## config.mk

```make
export PLATFORM = sky130hd
export DESIGN_NAME = prio_irq_ctrl
export DESIGN_NICKNAME = d
export VERILOG_FILES = /design/src/rtl/prio_irq_pkg.sv /design/src/rtl/irq_ext_detect.sv /design/src/rtl/irq_arbiter.sv /design/src/rtl/irq_nest.sv /design/src/rtl/prio_irq_ctrl.sv
export SDC_FILE = /design/constraint.sdc
export NUM_CORES = 1
export LEC_CHECK = 0
export BUFFER_PORTS_ARGS = -buffer_cell sky130_fd_sc_hd__buf_2
export CAP_MARGIN = 20
export CORE_ASPECT_RATIO = 0.9
export CORE_UTILIZATION = 51
export DETAILED_ROUTE_END_ITERATION = 7
export MAX_ROUTING_LAYER = met4
export PLACE_DENSITY = 0.76
export SYNTH_ARGS = -nofsm -noshare
export SYNTH_HDL_FRONTEND = slang
export SYNTH_SLANG_ARGS = --single-unit
```

## constraint.sdc

```tcl
create_clock -name clk_i -period 7.4 [get_ports clk_i]
set_input_delay 0.37 -clock clk_i [delete_from_list [all_inputs] [get_ports clk_i]]
set_output_delay 0.37 -clock clk_i [all_outputs]
set_load 0.02 [all_outputs]
```

## src/rtl/prio_irq_pkg.sv

```systemverilog
package prio_irq_pkg;
  localparam int unsigned NSRC = 7;
  localparam int unsigned SRCW = 3;
  localparam int unsigned LVLW = 2;
  localparam int unsigned NLVL = 1 << LVLW;
  localparam int unsigned NEXT = 2;

  typedef enum logic [SRCW-1:0] {
    SRC_EXT0 = 3'd0,
    SRC_TMR0 = 3'd1,
    SRC_EXT1 = 3'd2,
    SRC_TMR1 = 3'd3,
    SRC_CCU  = 3'd4,
    SRC_SER  = 3'd5,
    SRC_TMR2 = 3'd6
  } src_e;

  // Bit position of a source inside the enable and priority registers
  function automatic int unsigned reg_bit(int unsigned s);
    case (s)
      4:       return 6;
      5:       return 4;
      6:       return 5;
      default: return s;
    endcase
  endfunction

  function automatic logic [7:0] vec_of(logic [SRCW-1:0] s);
    case (s)
      3'd0:    return 8'h03;
      3'd1:    return 8'h0B;
      3'd2:    return 8'h13;
      3'd3:    return 8'h1B;
      3'd4:    return 8'h33;
      3'd5:    return 8'h23;
      default: return 8'h2B;
    endcase
  endfunction
endpackage

```

## src/rtl/irq_ext_detect.sv

```systemverilog
module irq_ext_detect #(
  parameter int unsigned SYNC = 2
) (
  input  logic clk_i,
  input  logic rst_ni,
  input  logic pin_ni,
  input  logic edge_mode_i,
  input  logic clr_i,
  output logic flag_o
);
  logic [SYNC-1:0] sync_q;
  logic            last_q;
  logic            edge_q;
  logic            fall;

  assign fall = last_q & ~sync_q[SYNC-1];

  // Synchronizer resets to the idle (high) pin state
  always_ff @(posedge clk_i or negedge rst_ni) begin
    if (!rst_ni) begin
      sync_q <= '1;
      last_q <= 1'b1;
      edge_q <= 1'b0;
    end else begin
      sync_q <= {sync_q[SYNC-2:0], pin_ni};
      last_q <= sync_q[SYNC-1];
      if (!edge_mode_i)   edge_q <= 1'b0;
      else if (fall)      edge_q <= 1'b1;
      else if (clr_i)     edge_q <= 1'b0;
    end
  end

  assign flag_o = edge_mode_i ? edge_q : ~sync_q[SYNC-1];

  p_edge_latch_r10: assert property (@(posedge clk_i) disable iff (!rst_ni)
    (edge_mode_i && fall) |=> (flag_o || !edge_mode_i));
endmodule

```

## src/rtl/irq_arbiter.sv

```systemverilog
module irq_arbiter
  import prio_irq_pkg::*;
(
  input  logic [NSRC-1:0]           req_i,
  input  logic [NSRC-1:0][LVLW-1:0] lvl_i,
  input  logic [LVLW:0]             floor_i,
  output logic                      valid_o,
  output logic [SRCW-1:0]           src_o,
  output logic [LVLW-1:0]           lvl_o
);
  // Descending scan with >= so the lowest index wins a tie
  always_comb begin
    valid_o = 1'b0;
    src_o   = '0;
    lvl_o   = '0;
    for (int i = NSRC - 1; i >= 0; i--) begin
      if (req_i[i] && (({1'b0, lvl_i[i]} + 1'b1) > floor_i) &&
          (!valid_o || lvl_i[i] >= lvl_o)) begin
        valid_o = 1'b1;
        src_o   = SRCW'(i);
        lvl_o   = lvl_i[i];
      end
    end
  end
endmodule

```

## src/rtl/irq_nest.sv

```systemverilog
module irq_nest
  import prio_irq_pkg::*;
(
  input  logic            clk_i,
  input  logic            rst_ni,
  input  logic            set_i,
  input  logic [LVLW-1:0] set_lvl_i,
  input  logic            pop_i,
  output logic [LVLW:0]   floor_o
);
  logic [NLVL-1:0] isr_q, isr_d, top_oh;

  always_comb begin
    floor_o = '0;
    top_oh  = '0;
    for (int l = 0; l < NLVL; l++) begin
      if (isr_q[l]) begin
        floor_o = (LVLW+1)'(l + 1);
        top_oh  = NLVL'(1) << l;
      end
    end
  end

  always_comb begin
    isr_d = isr_q;
    if (pop_i) isr_d = isr_d & ~top_oh;
    if (set_i) isr_d[set_lvl_i] = 1'b1;
  end

  always_ff @(posedge clk_i or negedge rst_ni) begin
    if (!rst_ni) isr_q <= '0;
    else         isr_q <= isr_d;
  end

  p_set_level_r7: assert property (@(posedge clk_i) disable iff (!rst_ni)
    set_i |=> isr_q[$past(set_lvl_i)]);

  p_pop_one_r8: assert property (@(posedge clk_i) disable iff (!rst_ni)
    (pop_i && !set_i && isr_q != '0) |=>
      ($countones(isr_q) == $countones($past(isr_q)) - 1));
endmodule

```

## src/rtl/prio_irq_ctrl.sv

```systemverilog
module prio_irq_ctrl
  import prio_irq_pkg::*;
#(
  parameter logic [7:0] ADDR_EN   = 8'hA8,
  parameter logic [7:0] ADDR_PLO  = 8'hB8,
  parameter logic [7:0] ADDR_PHI  = 8'hB7,
  parameter logic [7:0] ADDR_MODE = 8'hC0,
  parameter int unsigned SYNC     = 2
) (
  input  logic            clk_i,
  input  logic            rst_ni,
  input  logic [7:0]      reg_addr_i,
  input  logic            reg_wr_i,
  input  logic [7:0]      reg_wdata_i,
  output logic [7:0]      reg_rdata_o,
  input  logic            ext0_ni,
  input  logic            ext1_ni,
  input  logic            tmr0_flag_i,
  input  logic            tmr1_flag_i,
  input  logic            ccu_flag_i,
  input  logic            ser_flag_i,
  input  logic            tmr2_flag_i,
  input  logic            irq_ack_i,
  input  logic            irq_ret_i,
  output logic            irq_o,
  output logic [7:0]      irq_vec_o,
  output logic [SRCW-1:0] irq_src_o,
  output logic            tmr0_clr_o,
  output logic            tmr1_clr_o,
  output logic [NEXT-1:0] ext_flag_o
);
  localparam int unsigned GLOBAL_BIT = 7;

  logic [7:0]      en_q, plo_q, phi_q;
  logic [NEXT-1:0] mode_q;

  always_ff @(posedge clk_i or negedge rst_ni) begin
    if (!rst_ni) begin
      en_q   <= '0;
      plo_q  <= '0;
      phi_q  <= '0;
      mode_q <= '0;
    end else if (reg_wr_i) begin
      case (reg_addr_i)
        ADDR_EN:   en_q   <= reg_wdata_i;
        ADDR_PLO:  plo_q  <= reg_wdata_i;
        ADDR_PHI:  phi_q  <= reg_wdata_i;
        ADDR_MODE: mode_q <= reg_wdata_i[NEXT-1:0];
        default: ;
      endcase
    end
  end

  always_comb begin
    case (reg_addr_i)
      ADDR_EN:   reg_rdata_o = en_q;
      ADDR_PLO:  reg_rdata_o = plo_q;
      ADDR_PHI:  reg_rdata_o = phi_q;
      ADDR_MODE: reg_rdata_o = {{(8-NEXT){1'b0}}, mode_q};
      default:   reg_rdata_o = '0;
    endcase
  end

  // Held request
  logic            irq_q;
  logic [SRCW-1:0] src_q;
  logic [LVLW-1:0] lvl_q;
  logic            ack_fire;

  assign ack_fire = irq_ack_i & irq_q;

  // External pins
  logic [NEXT-1:0] ext_pin_n;
  assign ext_pin_n = {ext1_ni, ext0_ni};

  for (genvar e = 0; e < NEXT; e++) begin : g_ext
    localparam logic [SRCW-1:0] SRC_IDX = SRCW'(2 * e);
    logic clr;
    assign clr = ack_fire && (src_q == SRC_IDX) && mode_q[e];
    irq_ext_detect #(.SYNC(SYNC)) u_det (
      .clk_i       (clk_i),
      .rst_ni      (rst_ni),
      .pin_ni      (ext_pin_n[e]),
      .edge_mode_i (mode_q[e]),
      .clr_i       (clr),
      .flag_o      (ext_flag_o[e])
    );
  end

  logic [NSRC-1:0]           raw_req, req;
  logic [NSRC-1:0][LVLW-1:0] lvl;

  assign raw_req = {tmr2_flag_i, ser_flag_i, ccu_flag_i, tmr1_flag_i,
                    ext_flag_o[1], tmr0_flag_i, ext_flag_o[0]};

  for (genvar s = 0; s < NSRC; s++) begin : g_src
    localparam int unsigned B = reg_bit(s);
    assign req[s] = raw_req[s] & en_q[B] & en_q[GLOBAL_BIT];
    assign lvl[s] = {phi_q[B], plo_q[B]};
  end

  logic [LVLW:0]   floor;
  logic            win_valid;
  logic [SRCW-1:0] win_src;
  logic [LVLW-1:0] win_lvl;

  irq_arbiter u_arb (
    .req_i   (req),
    .lvl_i   (lvl),
    .floor_i (floor),
    .valid_o (win_valid),
    .src_o   (win_src),
    .lvl_o   (win_lvl)
  );

  irq_nest u_nest (
    .clk_i     (clk_i),
    .rst_ni    (rst_ni),
    .set_i     (ack_fire),
    .set_lvl_i (lvl_q),
    .pop_i     (irq_ret_i),
    .floor_o   (floor)
  );

  always_ff @(posedge clk_i or negedge rst_ni) begin
    if (!rst_ni) begin
      irq_q <= 1'b0;
      src_q <= '0;
      lvl_q <= '0;
    end else if (ack_fire) begin
      irq_q <= 1'b0;
    end else if (!irq_q && win_valid) begin
      irq_q <= 1'b1;
      src_q <= win_src;
      lvl_q <= win_lvl;
    end
  end

  assign irq_o      = irq_q;
  assign irq_src_o  = src_q;
  assign irq_vec_o  = vec_of(src_q);
  assign tmr0_clr_o = ack_fire && (src_q == SRC_TMR0);
  assign tmr1_clr_o = ack_fire && (src_q == SRC_TMR1);

  p_hold_r6: assert property (@(posedge clk_i) disable iff (!rst_ni)
    (irq_q && !irq_ack_i) |=> (irq_q && $stable(src_q)));

  p_above_isr_r7: assert property (@(posedge clk_i) disable iff (!rst_ni)
    irq_q |-> (({1'b0, lvl_q} + 1'b1) > floor));

  p_ack_drop_r7: assert property (@(posedge clk_i) disable iff (!rst_ni)
    ack_fire |=> !irq_q);

  p_global_gate_r2: assert property (@(posedge clk_i) disable iff (!rst_ni)
    $rose(irq_q) |-> $past(en_q[GLOBAL_BIT]));
endmodule

```

==> impl_metrics.tcl <==
set metrics [dict create \
    status "finished, violations left" \
    violations "design-rule violations, negative setup slack" \
    required_ns 7.61 \
    tritoncts "built" \
    htree_num_levels 2 \
    route.detailed.drc 4 \
    crit_arrival_ns 8.32 \
    finClkSkew_ns 0.0200 \
    cts_buffers 5 \
    critPathSlowestCell "dfrtp_1" \
    p_switching_uw 158 \
    synthesis.area_sq_um 3100 \
    die_w_um 84.2 \
    ant_nets 0 \
    ir_drop_uv 135 \
    grt_pass1_vias 2750 \
    clk_latency_ns 0.32 \
    viasPerCell 6.11 \
    period_share_pct 110 \
    ys_warn_count 0 \
    grt_usage_pct 27.7 \
    finalHoldViolCount 0 \
    core-area_sq_um 5760 \
    critPathMaxFanout 4 \
    clock_power_share_pct 35.5 \
    io_pins 52 \
    power-per-cell-area_nw_per_um2 139 \
    ys_async_sr_fraction_pct 100 \
    slew_headroom_pct 52.0 \
    path_clk_slew_ns 0.11 \
    fin_util_pct 69.4 \
    place.gp.congestion 0.856 \
    grt_pass1_wl_mm 13.6 \
    antenna_cells 0 \
    root_buffer "clkbuf_8" \
    fin_nets 463 \
    timing.final.crit_period_ns 8.11 \
    intPower_uw 397 \
    layout-drive-gt1-share_pct 41.2 \
    area_delta_synth_final_pct 29.0 \
    ys_seq_elements 44 \
    p_sw_share_pct 28.5 \
    critPathLaunchType "flip-flop" \
    crit_type "reg2reg" \
    max_stage_delay_ns 0.43 \
    grt_start_max_net_pins 45 \
    synth_top_area_share_pct 30.7 \
    synthFlopType "dfrtp_1" \
    synth_edf_count 0 \
    maxSlewViolCount 0 \
    die-area_sq_um 6390 \
    num_vias 2889 \
    worst_path_most_repeated_cell "ha_1" \
    power_frac_comb_pct 16.0 \
    crit_path_end_kind "flip-flop" \
    yosys-top-cells-area "dfrtp_1 31%, ha_1 13%, mux2_2 9.8%, dfstp_2 5.1%, nand2_1 3.0%" \
    drtIter0Drc 264 \
    yosys.area.top_type "dfrtp_1" \
    start_util_pct 53.8 \
    cts_max_path_buffers 2 \
    wl_per_cell_um 17.9 \
    p_seq_share_pct 48.5 \
    ys_seq_area_share_pct 35.8 \
    syn_area_per_cell_sq_um 10.0 \
    core.rowCount 26 \
    clock_sinks 44 \
    timing.final.ws_setup_ns -0.706 \
    rsz0062_at_grt "yes" \
    antenna_found_initial 0 \
    worstMarginPinSlew_ns 0.718 \
    firstDrtPassIters 7 \
    drv_cap 0 \
    clock.fmax_mhz 123 \
    synth.distinct_cells 57 \
    tns_ns -3.37 \
    numPortBuffers 46 \
    leakage_uw 0.00203 \
    dpl.hpwl_mm 5.92 \
    syn-instance-count 309 \
    globalRouteOverflowTotal 0 \
    worstHoldPathType "in2reg" \
    chipHeight_um 75.9 \
    setup-violations-final 5 \
    wirelength_mm 8.45 \
]
cells by family (layout without fill, tap and decap cells):
logic type,after synthesis,after routing,synth area share [%]
buffers and inverters,34,125,5.25
and+or+nand+nor,73,73,12.4
adders and majority gates,33,33,13.3
muxes,29,29,10.5
DFF,44,44,35.8
AOI/OAI and AO/OA,92,92,22.0
xor gates and xnor gates,2,2,0.566
other,2,5,0.242
state kept, by name, summed over array words and instances (netlist names), 2 cells and up:
name,count
g_ext.u_det.sync_q,4
lvl_q,2
irq_src_o,3
u_nest.isr_q,4
plo_q,8
g_ext.u_det.edge_q,2
phi_q,8
en_q,8
g_ext.u_det.last_q,2
mode_q,2
metrics by stage:
stage               cells  hold WS (ns)  instance area [sq um]  setup slack (ns)  power (uW)
global placement      447         0.345                   3650            -0.185         350
CTS                   466         0.148                   3880            -0.368         553
detailed placement    447         0.347                   3650            -0.475         354
global route          473         0.142                   4000             -1.09         577
floorplan             312        0.0744                   3190            -0.312         324
finish                473         0.159                   4000            -0.706         556
synth_stat cells (6+ instances only):
| library cell | n |
|---|---|
| nand2b_1 | 7 |
| o31ai_1 | 7 |
| dfstp_2 | 6 |
| buf_4 | 7 |
| ha_1 | 33 |
| mux2_2 | 27 |
| a222oi_1 | 8 |
| a22oi_1 | 6 |
| nand2_1 | 25 |
| a21oi_1 | 17 |
| nor2_1 | 8 |
| o21ai_0 | 8 |
| inv_1 | 24 |
| dfrtp_1 | 38 |
| nand3_1 | 8 |
power by group through the flow:
stage / Clock, uW / Sequential, uW / Combinational, uW
6_report: 197 / 270 / 88.8
5_1_grt: 208 / 271 / 97.9
4_1_cts: 201 / 269 / 83.7
3_5_place_dp: 0 / 273 / 81.1
3_3_place_gp: 0 / 272 / 77.5
2_1_floorplan: 0 / 271 / 52.6
path summary, 6_finish.rpt:
check | from | to | slack (ns) | cells after the start
setup reg to reg | plo_q[5]$_DFFE_PN0P_ | irq_src_o[1]$_DFFE_PN0P_ | -0.71 | 43
hold / removal | ext1_ni | g_ext[1].u_det.sync_q[0]$_DFF_PN1_ | 0.16 | 1
min in group asynchronous | rst_ni | u_nest.isr_q[3]$_DFF_PN0_ | 0.45 | 2
hold reg to reg | g_ext[1].u_det.sync_q[0]$_DFF_PN1_ | g_ext[1].u_det.sync_q[1]$_DFF_PN1_ | 0.36 | 0
setup / recovery | plo_q[5]$_DFFE_PN0P_ | irq_src_o[1]$_DFFE_PN0P_ | -0.71 | 43
max in group asynchronous | rst_ni | g_ext[1].u_det.sync_q[1]$_DFF_PN1_ | 6.40 | 3
what timing repair did:
action | 4_1_cts | 5_1_grt
setup buffers | 11 | 5
endpoints found under the hold margin | 0 | 9
pin swaps | 14 | 11
gates cloned | 0 | 0
resized for setup | 6 | 10
endpoints found under the setup margin | 5 | 5
hold buffers | 0 | 1
layer usage:
layer | GRT usage (%) | routed length, um | up-vias
li1 | - | - | 1347
met1 | 36.5 | 3730 | 1403
met2 | 43.0 | 4040 | 115
met3 | 5.56 | 485 | 24
met4 | 9.48 | 186 | 0
met5 | - | 0 | -
layout by cell type (no fill, tap or decap), drive strengths merged, types with 6 or more instances in the layout:
cell | Yosys | routed
mux2 | 27 | 27
nand2b | 7 | 7
dfstp | 6 | 6
nand2 | 25 | 25
a22o | 6 | 6
o21ai | 10 | 10
ha | 33 | 33
nor2 | 8 | 8
o31ai | 7 | 7
a222oi | 8 | 8
nand3 | 8 | 8
dfrtp | 38 | 38
inv | 24 | 25
a22oi | 7 | 7
buf | 9 | 92
a21oi | 17 | 17
critical path: cells and delay by family (launching register included):
family	cells	cell delay [ns]
AO/OA/AOI/OAI	23	3.85
adder cells (fa/ha/maj)	8	2.16
buffers and inverters	1	0.06
flip-flops	1	0.43
AND/OR/NAND/NOR	11	1.49
layout make-up:
type                    instances  area, sq um
multi-input cells             234         2000
clock inverters                 3         46.3
fillers                       414         1760
repair buffers                 93          598
clock buffers                   5         68.8
inverters                      24         90.1
flip-flops and latches         44         1110
well taps                      70         87.6
(Power assumes the default switching activity.)
